[config.mk]
export PLATFORM = sky130hd
export DESIGN_NAME = cfseq_top
export DESIGN_NICKNAME = d
export VERILOG_FILES = /design/src/rtl/cfseq_pkg.sv /design/src/rtl/cfseq_slot_ctr.sv /design/src/rtl/cfseq_regs.sv /design/src/rtl/cfseq_top.sv
export SDC_FILE = /design/constraint.sdc
export NUM_CORES = 1
export LEC_CHECK = 0
export ABC_AREA = 1
export BUFFER_PORTS_ARGS = -buffer_cell sky130_fd_sc_hd__buf_2
export CORE_ASPECT_RATIO = 2
export CORE_MARGIN = 1
export CORE_UTILIZATION = 33
export DETAILED_ROUTE_END_ITERATION = 16
export PLACE_DENSITY = 0.53
export SETUP_SLACK_MARGIN = 0.4
export SYNTH_ARGS = -nofsm -noshare
export SYNTH_HDL_FRONTEND = slang
export SYNTH_SLANG_ARGS = --single-unit
export TNS_END_PERCENT = 50
[constraint.sdc]
create_clock -name clk -period 7 [get_ports clk]
set_input_delay 1.4 -clock clk [delete_from_list [all_inputs] [get_ports clk]]
set_output_delay 1.4 -clock clk [all_outputs]
set_load 0.02 [all_outputs]
[src/rtl/cfseq_pkg.sv]
// Package: instruction classes, micro-operations and the per-class
// schedule of micro-operations by machine-cycle index.
// Assumes machine cycle 0 is the opcode fetch slot (idle unless noted).
package cfseq_pkg;

    typedef enum logic [2:0] {
        CL_JR   = 3'd0,
        CL_JP   = 3'd1,
        CL_CALL = 3'd2,
        CL_RET  = 3'd3,
        CL_RETC = 3'd4,
        CL_RETI = 3'd5,
        CL_JPHL = 3'd6,
        CL_NONE = 3'd7
    } cls_e;

    typedef enum logic [3:0] {
        U_NOP,
        U_RD_LO_PC,
        U_RD_HI_PC,
        U_RD_LO_SP,
        U_RD_HI_SP,
        U_SP_DEC,
        U_WR_HI,
        U_WR_LO_JMP,
        U_ADD_REL,
        U_LOAD_TGT,
        U_LOAD_HL
    } uop_e;

    // Number of machine cycles for a class and its taken flag.
    function automatic logic [2:0] mlen(cls_e c, logic taken);
        logic [2:0] n;
        case (c)
            CL_JR:   n = taken ? 3'd3 : 3'd2;
            CL_JP:   n = taken ? 3'd4 : 3'd3;
            CL_CALL: n = taken ? 3'd6 : 3'd3;
            CL_RET:  n = 3'd4;
            CL_RETI: n = 3'd4;
            CL_RETC: n = taken ? 3'd5 : 3'd2;
            default: n = 3'd1;
        endcase
        return n;
    endfunction

    // Micro-operation executed in machine cycle m of class c.
    function automatic uop_e uop_at(cls_e c, logic [2:0] m);
        uop_e u;
        u = U_NOP;
        case (c)
            CL_JR: begin
                if (m == 3'd1) u = U_RD_LO_PC;
                if (m == 3'd2) u = U_ADD_REL;
            end
            CL_JP: begin
                if (m == 3'd1) u = U_RD_LO_PC;
                if (m == 3'd2) u = U_RD_HI_PC;
                if (m == 3'd3) u = U_LOAD_TGT;
            end
            CL_CALL: begin
                if (m == 3'd1) u = U_RD_LO_PC;
                if (m == 3'd2) u = U_RD_HI_PC;
                if (m == 3'd3) u = U_SP_DEC;
                if (m == 3'd4) u = U_WR_HI;
                if (m == 3'd5) u = U_WR_LO_JMP;
            end
            CL_RET, CL_RETI: begin
                if (m == 3'd1) u = U_RD_LO_SP;
                if (m == 3'd2) u = U_RD_HI_SP;
                if (m == 3'd3) u = U_LOAD_TGT;
            end
            CL_RETC: begin
                if (m == 3'd2) u = U_RD_LO_SP;
                if (m == 3'd3) u = U_RD_HI_SP;
                if (m == 3'd4) u = U_LOAD_TGT;
            end
            CL_JPHL: begin
                if (m == 3'd0) u = U_LOAD_HL;
            end
            default: u = U_NOP;
        endcase
        return u;
    endfunction

endpackage

[src/rtl/cfseq_slot_ctr.sv]
// Slot counter: counts clocks of one instruction, splits them into
// machine cycles and phases, and flags the final clock.
// Assumes TPM is a power of two and at least 4; tick 0 is the accept clock.
module cfseq_slot_ctr #(
    parameter int TPM  = 4,
    parameter int MMAX = 6,
    localparam int PW  = $clog2(TPM),
    localparam int TW  = $clog2(TPM * MMAX),
    localparam int MLW = $clog2(MMAX + 1)
) (
    input  logic           clk,
    input  logic           rst_n,
    input  logic           go,
    input  logic [MLW-1:0] mlen,
    output logic           active,
    output logic [TW-1:0]  tick,
    output logic           done,
    output logic           act,
    output logic           cap,
    output logic [TW-PW-1:0] mcyc
);

    logic [TW:0]   last;
    logic [PW-1:0] phase;

    // Decode the final tick and the action/capture phases.
    always_comb begin
        last  = ({{(TW + 1 - MLW){1'b0}}, mlen} << PW) - 1'b1;
        phase = tick[PW-1:0];
        mcyc  = tick[TW-1:PW];
        done  = active && ({1'b0, tick} == last);
        act   = active && (phase == PW'(1));
        cap   = active && (phase == PW'(2));
    end

    // Advance the clock index while an instruction runs.
    always_ff @(posedge clk) begin
        if (!rst_n) begin
            active <= 1'b0;
            tick   <= '0;
        end else if (go) begin
            active <= 1'b1;
            tick   <= TW'(1);
        end else if (done) begin
            active <= 1'b0;
            tick   <= '0;
        end else if (active) begin
            tick <= tick + 1'b1;
        end
    end

    a_r10_done_single: assert property (@(posedge clk) disable iff (!rst_n)
        done |=> !done);

    a_r10_tick_step: assert property (@(posedge clk) disable iff (!rst_n)
        (active && !done) |=> (active && tick == $past(tick) + 1'b1));

endmodule

[src/rtl/cfseq_regs.sv]
// Address/data path: working PC, SP, HL and the two temp bytes; turns
// micro-operations into memory strobes and register updates.
// Assumes AW == 2*DW and that read data arrives one clock after mem_rd.
module cfseq_regs
    import cfseq_pkg::*;
#(
    parameter int AW = 16,
    parameter int DW = 8
) (
    input  logic          clk,
    input  logic          rst_n,
    input  logic          load,
    input  logic [AW-1:0] pc_in,
    input  logic [AW-1:0] sp_in,
    input  logic [AW-1:0] hl_in,
    input  logic          act,
    input  logic          cap,
    input  uop_e          uop,
    input  logic [DW-1:0] mem_rdata,
    output logic [AW-1:0] pc,
    output logic [AW-1:0] sp,
    output logic [AW-1:0] mem_addr,
    output logic          mem_rd,
    output logic          mem_wr,
    output logic [DW-1:0] mem_wdata
);

    logic [AW-1:0] hl;
    logic [DW-1:0] tmp_lo, tmp_hi;
    logic          rd_pend, rd_to_hi;

    // Memory strobes and address for the active micro-operation.
    always_comb begin
        mem_rd    = 1'b0;
        mem_wr    = 1'b0;
        mem_addr  = '0;
        mem_wdata = '0;
        if (act) begin
            case (uop)
                U_RD_LO_PC, U_RD_HI_PC: begin
                    mem_rd   = 1'b1;
                    mem_addr = pc;
                end
                U_RD_LO_SP, U_RD_HI_SP: begin
                    mem_rd   = 1'b1;
                    mem_addr = sp;
                end
                U_WR_HI: begin
                    mem_wr    = 1'b1;
                    mem_addr  = sp;
                    mem_wdata = pc[AW-1:DW];
                end
                U_WR_LO_JMP: begin
                    mem_wr    = 1'b1;
                    mem_addr  = sp;
                    mem_wdata = pc[DW-1:0];
                end
                default: ;
            endcase
        end
    end

    // Register updates: load at accept, act on the micro-op, capture reads.
    always_ff @(posedge clk) begin
        if (!rst_n) begin
            pc       <= '0;
            sp       <= '0;
            hl       <= '0;
            tmp_lo   <= '0;
            tmp_hi   <= '0;
            rd_pend  <= 1'b0;
            rd_to_hi <= 1'b0;
        end else if (load) begin
            pc      <= pc_in;
            sp      <= sp_in;
            hl      <= hl_in;
            tmp_lo  <= '0;
            tmp_hi  <= '0;
            rd_pend <= 1'b0;
        end else begin
            if (act) begin
                rd_pend  <= uop inside {U_RD_LO_PC, U_RD_HI_PC, U_RD_LO_SP, U_RD_HI_SP};
                rd_to_hi <= uop inside {U_RD_HI_PC, U_RD_HI_SP};
                case (uop)
                    U_RD_LO_PC, U_RD_HI_PC: pc <= pc + 1'b1;
                    U_RD_LO_SP, U_RD_HI_SP: sp <= sp + 1'b1;
                    U_SP_DEC, U_WR_HI:      sp <= sp - 1'b1;
                    U_WR_LO_JMP, U_LOAD_TGT: pc <= {tmp_hi, tmp_lo};
                    U_ADD_REL: pc <= pc + {{(AW - DW){tmp_lo[DW-1]}}, tmp_lo};
                    U_LOAD_HL: pc <= hl;
                    default: ;
                endcase
            end
            if (cap && rd_pend) begin
                rd_pend <= 1'b0;
                if (rd_to_hi) tmp_hi <= mem_rdata;
                else          tmp_lo <= mem_rdata;
            end
        end
    end

    a_r10_strobe_excl: assert property (@(posedge clk) disable iff (!rst_n)
        !(mem_rd && mem_wr));

    a_r10_rd_spacing: assert property (@(posedge clk) disable iff (!rst_n)
        mem_rd |=> (!mem_rd && !mem_wr));

endmodule

[src/rtl/cfseq_top.sv]
// Top: latches class and condition at accept, resolves taken/not-taken,
// drives the slot counter and the datapath from the package schedule.
// Assumes decode and condition evaluation happen outside this block.
module cfseq_top
    import cfseq_pkg::*;
#(
    parameter int AW   = 16,
    parameter int DW   = 8,
    parameter int TPM  = 4,
    parameter int MMAX = 6
) (
    input  logic          clk,
    input  logic          rst_n,
    input  logic          start,
    input  logic [2:0]    op_class,
    input  logic          cond_in,
    input  logic [AW-1:0] pc_in,
    input  logic [AW-1:0] sp_in,
    input  logic [AW-1:0] hl_in,
    input  logic [DW-1:0] mem_rdata,
    output logic [AW-1:0] mem_addr,
    output logic          mem_rd,
    output logic          mem_wr,
    output logic [DW-1:0] mem_wdata,
    output logic          busy,
    output logic          done,
    output logic [AW-1:0] pc_out,
    output logic [AW-1:0] sp_out,
    output logic          ime_set
);

    localparam int PW  = $clog2(TPM);
    localparam int TW  = $clog2(TPM * MMAX);
    localparam int MLW = $clog2(MMAX + 1);

    cls_e            cls_q;
    logic            cond_q;
    logic            go, taken, act, cap, active;
    logic [TW-1:0]   tick;
    logic [TW-PW-1:0] mcyc;
    logic [MLW-1:0]  len;
    uop_e            uop;

    // Accept a new instruction only when idle.
    assign go = start && !active;

    // Latch class and condition at accept.
    always_ff @(posedge clk) begin
        if (!rst_n) begin
            cls_q  <= CL_NONE;
            cond_q <= 1'b0;
        end else if (go) begin
            cls_q  <= cls_e'(op_class);
            cond_q <= cond_in;
        end
    end

    // Resolve taken flag, length and current micro-operation.
    always_comb begin
        taken = (cls_q inside {CL_JR, CL_JP, CL_CALL, CL_RETC}) ? cond_q : 1'b1;
        len   = MLW'(mlen(cls_q, taken));
        uop   = uop_at(cls_q, 3'(mcyc));
    end

    cfseq_slot_ctr #(.TPM(TPM), .MMAX(MMAX)) u_ctr (
        .clk    (clk),
        .rst_n  (rst_n),
        .go     (go),
        .mlen   (len),
        .active (active),
        .tick   (tick),
        .done   (done),
        .act    (act),
        .cap    (cap),
        .mcyc   (mcyc)
    );

    cfseq_regs #(.AW(AW), .DW(DW)) u_regs (
        .clk       (clk),
        .rst_n     (rst_n),
        .load      (go),
        .pc_in     (pc_in),
        .sp_in     (sp_in),
        .hl_in     (hl_in),
        .act       (act),
        .cap       (cap),
        .uop       (uop),
        .mem_rdata (mem_rdata),
        .pc        (pc_out),
        .sp        (sp_out),
        .mem_addr  (mem_addr),
        .mem_rd    (mem_rd),
        .mem_wr    (mem_wr),
        .mem_wdata (mem_wdata)
    );

    assign busy    = active;
    assign ime_set = done && (cls_q == CL_RETI);

    a_r8_ime_with_done: assert property (@(posedge clk) disable iff (!rst_n)
        ime_set |-> done);

    a_r10_hold_while_busy: assert property (@(posedge clk) disable iff (!rst_n)
        (active && start) |=> $stable(cls_q));

    a_r11_idle_quiet: assert property (@(posedge clk) disable iff (!rst_n)
        !busy |-> (!done && !mem_rd && !mem_wr));

endmodule

## Word level (Yosys, flattened, before mapping)

Cells that the tools add are included.

- Memory bits (read-only): 0
- Input bits: 63
- Memory bits (writable): 0
- Bits in latches: 0
- Flip-flop bits (word level): 76
- Word-level logic and storage cells: 118
- Memories: 0
- Output and inout bits: 61

- Eq/ne operators: 24
- Reductions and logical operators: 33
- Multiplexer cells: 40
- Bitwise gates (word level): 3
- Shifts and indexed selects: 0
- Magnitude comparators: 0
- Div/mod/pow operators: 0
- $mul: 0
- $add $sub $neg: 6

Operators with widths:

| kind | number |
|---|---|
| $mux W16 | 5 |
| $pmux W16 S2 | 2 |
| $pmux W16 S4 | 1 |
| $mux W4 | 11 |
| $add A16 B1 Y16 const B | 2 |
| $pmux W4 S6 | 1 |
| $add A16 B16 Y16 | 1 |
| $eq A4 B3 Y1 const B | 4 |
| $pmux W8 S2 | 1 |
| $sub A16 B1 Y16 const B | 1 |
| $eq A3 B3 Y1 const B | 5 |
| $pmux W3 S5 | 1 |
| $reduce_or A2 Y1 | 7 |
| $eq A3 B2 Y1 const B | 4 |
| $eq A4 B4 Y1 const B | 3 |
| $mux W1 | 12 |
| $reduce_and A2 Y1 | 5 |
| $mux W3 | 3 |
| $eq A4 B2 Y1 const B | 2 |
| $mux W8 | 1 |
| $reduce_bool A4 Y1 | 2 |
| $reduce_or A4 Y1 | 2 |
| $eq A3 B1 Y1 const B | 2 |
| $eq A5 B6 Y1 | 1 |
| other kinds (14) | 27 |

## Depth between registers and ports, before layout

- Word-level depth: 12
- Mapped depth: 22
- Depth with buffers taken out: 21

## Modules after synthesis

Synthesis repeated with hierarchy kept, for this count alone.

- Cells, all modules: 926
- Area, all modules: 5794.3 um2

Modules (own cells, without submodules):

| module | instances | area an instance (um2) | cells an instance | sequential area each (um2) |
|---|---|---|---|---|
| cfseq_regs | 1 | 4852.2 | 765 | 1321.3 |
| cfseq_top | 1 | 481.7 | 91 | 80.1 |
| cfseq_slot_ctr | 1 | 460.4 | 70 | 120.1 |

## Least setup slack after synthesis

Ideal clock, no wire load.

- Kind: flip-flop to output port
- Start point: register cls_q[0]
- End point: output port ime_set
- Slack: 3.167 ns
- Arrival: 2.433 ns
- Path buffers: 1
- Cell stages (with the launch flop): 15
- Data required time: 5.600 ns
- Cells stage by stage: dfxtp_1 > buf_2 > nor2_1 > nand2_1 > nand2_2 > nand2_1 > nand2_1 > inv_1 > ha_1 > a21oi_1 > o21a_1 > nand3_1 > nor2_1 > inv_1 > nor3_1

- Longest elaborated chain between the ends: 9
- Elaborated cells between the ends (all ways): 18
- Those cells by class: add/sub (1); eq/ne (6); mux (6); reduce/logical (5)

Ends and longest elaborated chain:

| what | RTL line | RTL |
|---|---|---|
| start: declaration | cfseq_top.sv:36 | `cls_e cls_q;` |
| start signal: assignment | cfseq_top.sv:53 | `cls_q <= cls_e'(op_class);` |
| $eq A3 B1 Y1, or another cell as far along | cfseq_pkg.sv:34, cfseq_top.sv:60 |  |
| $reduce_bool A4 Y1 | cfseq_top.sv:60 | `taken = (cls_q inside {CL_JR, CL_JP, CL_CALL, CL_RETC}) ? cond_q : 1'b1;` |
| $mux W1 | cfseq_top.sv:60 |  |
| $mux W3, or another cell as far along | cfseq_pkg.sv:40 | `CL_RETC: n = taken ? 3'd5 : 3'd2;` |
| $pmux W3 S5 * | cfseq_pkg.sv:34 | `case (c)` |
| $sub A5 B1 Y6 * | cfseq_slot_ctr.sv:28 | `last = ({{(TW + 1 - MLW){1'b0}}, mlen} << PW) - 1'b1;` |
| $eq A5 B6 Y1 * | cfseq_slot_ctr.sv:31 | `done = active && ({1'b0, tick} == last);` |
| $logic_and A1 B1 Y1 * | cfseq_slot_ctr.sv:31 |  |
| net done | cfseq_top.sv:26 | `output logic done,` |
| $logic_and A1 B1 Y1 * | cfseq_top.sv:98 | `assign ime_set = done && (cls_q == CL_RETI);` |
| end: declaration | cfseq_top.sv:29 | `output logic ime_set` |

The timed path passes the listed nets; every way through them passes the cells marked *.

## Worst setup path after layout

- Start point: register u_ctr.tick[4]
- End point: output port mem_addr[15]

- Longest elaborated chain between the ends: 11
- Elaborated cells between the ends (all ways): 31
- Those cells by class: eq/ne (11); mux (17); reduce/logical (3)

Ends and longest elaborated chain:

| what | RTL line | RTL |
|---|---|---|
| start: declaration | cfseq_slot_ctr.sv:16 | `output logic [TW-1:0] tick,` |
| start signal: assignment | cfseq_slot_ctr.sv:48 | `tick <= tick + 1'b1;` |
| $eq A3 B1 Y1 | - |  |
| $mux W1 | cfseq_pkg.sv:52, cfseq_pkg.sv:56, cfseq_pkg.sv:61 |  |
| $mux W4 | cfseq_pkg.sv:57 | `if (m == 3'd2) u = U_RD_HI_PC;` |
| $mux W4 | cfseq_pkg.sv:63 | `if (m == 3'd3) u = U_SP_DEC;` |
| $mux W4 | cfseq_pkg.sv:64 | `if (m == 3'd4) u = U_WR_HI;` |
| $mux W4 | cfseq_pkg.sv:65 | `if (m == 3'd5) u = U_WR_LO_JMP;` |
| $pmux W4 S6 * | cfseq_pkg.sv:50 | `case (c)` |
| $eq A4 B3 Y1, or another cell as far along | cfseq_regs.sv:39 | `case (uop)` |
| $reduce_or A4 Y1 (no line) or $reduce_or A2 Y1 (tied branches) | - |  |
| $pmux W16 S2 * | cfseq_regs.sv:39 |  |
| $mux W16 * | cfseq_regs.sv:38 | `if (act) begin` |
| end: declaration | cfseq_top.sv:21 | `output logic [AW-1:0] mem_addr,` |

Mark *: on every way between the ends. The rest lies on a longest branch, timed or not.

==> key figures <==
Timing
  – Final setup violation count: 0
  – Slew of the pin with the lowest slew margin: 1036 ps
  – Fin. max-slew vios: 0
  – Max-slew headroom: 30.80%
  – Period utilization: 62.45%
  – Fin Hold WS: 447.6 ps
  – Clock skew: 9.395 ps
  – Fin crit period: 4372 ps
  – Setup_tns: 0 ps
  – RSZ-0062 raised after global routing: no
  – FMAX: 228.7 MHz
  – Final hold violations: 0

Pwr
  – Internal power: 0.8582 mW
  – PD cells: 183.8 mW/mm²
  – Psw: 0.4143 mW
  – Seq pwr share: 39.2%
  – Combinational Power Share: 19.8%
  – Pleak: 3.348 nW
  – Peak supply drop: 0.1177 mV
  – Tot Pwr: 1.273 mW
  – Clock power share: 41.1%
  – Net Sw Frac: 32.56%

Worst setup path
  – Critical path cell sequence: nor2_2 -> nand3_2 -> inv_2 -> nor2_1 -> nand2_1 -> nor2_1 -> nand3_2 -> nand3_1 -> nand2_1 -> a21oi_1 -> buf_2
  – FF-to-FF setup slack: 3470 ps
  – CP Launch Type: flip-flop
  – Crit. End Element: output port
  – Critical path type: flip-flop to output port
  – Max incr delay on CP: 520 ps
  – Crit Path Max Fanout: 16
  – Crit-path slowest cell: nand3_1
  – Data arrival time of the critical path: 2970 ps
  – Top delay family on crit path: simple AND/OR/NAND/NOR gates
  – Buffers & Inverters on Critical Path: 2
  – Data required, critical path: 5600 ps

Floorplan
  – Io pins: 124
  – Die H: 190.5 µm
  – Initial Util: 33.79%
  – Row Count: 68
  – Core area: 0.01736 mm²
  – Total die area: 0.01834 mm²
  – Die W: 96.26 µm

Clocking
  – Clock latency at the later pin of the worst-skew pair: 360 ps
  – Worst-path clk slew: 60 ps
  – Number of hold buffers added after cts: 0
  – # clock sinks: 76
  – Post-CTS setup buffers: 0
  – CTS root buffer: clkbuf_16
  – CTS Buffer Depth: 2
  – Number of gates resized after cts: 0
  – CTS tree: done
  – Total CTS buffers: 9
  – Htree depth: 3

Placement
  – Placed cell areas: 0.006598 mm²
  – GPL Wtd Cong: 0.9265
  – Port Buffers: 123
  – Detailed Place HPWL: 17590 µm

Finish
  – Antenna cells: 0
  – Nets: 1139
  – Layout cells sized above 1: 19.79%
  – Final instance area: 0.006923 mm²
  – Multi-input logic area: 0.003909 mm²
  – Layout Utilization: 39.89%
  – Reg area: 0.001521 mm²
  – Fill count: 1997
  – Area grow syn2layout: 18.05%

GRT
  – Gr usage total: 25.20%
  – Largest net degree at the start of global routing: 56
  – Global route overflow: 0
  – Antenna violations before repair: 0
  – Global-route wire length before repair: 34010 µm
  – Vias in the first global route: 6446

Synth
  – Largest area contributor in the netlist: dfxtp_1
  – Syn Std Cell Area: 0.005864 mm²
  – YS warnings: 0
  – Mapped Cells: 937
  – Register area share after synthesis: 25.94%
  – #FFs+latches synth: 76
  – Mean post-synth cell area: 6.259 µm²
  – Unique masters post-synth: 38
  – Top post-synthesis cells by area: dfxtp_1, nand2_1, a21oi_1
  – Post-synth top area share: 25.94%
  – Net Count, Synth: 1035

Detailed routing
  – Residual DRC: 0
  – First-pass DRT Iterations: 5
  – Vias: 6556
  – Final wirelength: 22320 µm
  – Antenna-violating nets left: 0
  – DR iter-0 viols: 286
  – Drt wl/cell: 17.77 µm
  – Vias per inst: 5.220

Flow run
  – MaxCap Viol Count: 0

Status
  – Status: finished clean

Worst hold path
  – Hold Crit Class: flip-flop to flip-flop
per-layer routing:
metal	track usage (%)	part of all wire (%)	wire, µm	vias up
met1	24.59	36	7953	3005
met2	49.21	55	12370	202
met4	13.26	4.7	1060	0
met3	2.751	4.2	935	58
li1	-	-	-	3291
met5	0	0	0	-
cells in the mapped netlist, drive strengths merged:
cell type and instances:
a21o 3, o21a 4, a211oi 1, o21ai 85, o21bai 2, a21boi 1
a21oi 115, nand3b 2, a31oi 2, or2 20, ha 33, xnor2 4
xor2 17, o211ai 4, clkbuf 16, buf 16, o22ai 1, dfxtp 76
inv 73, nor3 6, nand3 67, nand2 249, fa 2, nor2 134
nand4 4
final timing paths:
check                                                start                          to  cells after the start
worst max-delay path            u_ctr.tick[4]$_SDFFE_PP0P_                mem_addr[15]                     11
worst min-delay path            u_regs.hl[14]$_SDFFE_PN0P_  u_regs.hl[14]$_SDFFE_PN0P_                      2
worst max register to register       cls_q[1]$_SDFFE_PN1P_  u_regs.sp[11]$_SDFFE_PN0P_                     16
worst min register to register  u_regs.hl[14]$_SDFFE_PN0P_  u_regs.hl[14]$_SDFFE_PN0P_                      2
cell families after synthesis:
logic type | synth area share [%]
fa+ha+maj | 7.724
compound gates | 19.69
simple gates | 36.06
xor+xnor | 3.136
buf+inv | 7.446
flops | 25.94
worst reg2reg max path: cells and delay by family (launching register included):
family,cells,cell delay [ps]
AND/OR/NAND/NOR,8,1290
XOR/XNOR,1,150
flip-flops,1,490
buffers and inverters,1,80
AO/OA/AOI/OAI,5,1050
adder cells (fa/ha/maj),1,420
flip-flops by register name, summed over array words and instances (netlist names), 3 cells and up:
| register | flops |
|---|---|
| u_ctr.tick | 5 |
| u_regs.tmp_hi | 8 |
| u_regs.hl | 16 |
| u_regs.pc | 16 |
| u_regs.sp | 16 |
| u_regs.tmp_lo | 8 |
| cls_q | 3 |
layout by cell type, fill, tap and decap left out, types with 11 or more instances in the layout:
cell type | Yosys | final
or2_2 | 20 | 20
inv_1 | 62 | 62
nand2_2 | 10 | 11
dfxtp_1 | 76 | 76
inv_2 | 11 | 11
buf_2 | 4 | 123
nor2_1 | 123 | 123
ha_1 | 33 | 33
o21ai_0 | 80 | 80
nand3_1 | 57 | 57
a21oi_1 | 115 | 115
xor2_1 | 17 | 17
nand2_1 | 238 | 237
power by group through the flow:
stage | clock network [mW] | logic (mW) | registers (mW)
3_3_place_gp | 0 | 0.251 | 0.509
2_1_floorplan | 0 | 0.158 | 0.507
4_1_cts | 0.528 | 0.253 | 0.499
3_5_place_dp | 0 | 0.252 | 0.508
5_1_grt | 0.542 | 0.278 | 0.501
6_report | 0.522 | 0.251 | 0.499
area by class of cell:
class	instances	share of cell area, %
Multi-Input combinational cell	756	56.46
Sequential cell	76	21.98
Timing Repair Buffer	125	9.109
Inverter	73	3.958
Tap cell	210	3.795
Clock buffer	9	3.253
Clock inverter	7	1.446
stage by stage:
stage,cells,setup slack (ps)
4_1_cts,1256,2594
2_1_floorplan,937,3167
6_report,1256,2628
5_1_grt,1256,2419
3_3_place_gp,1240,3004
3_5_place_dp,1240,2990
Power figures use the tool's default switching activity.
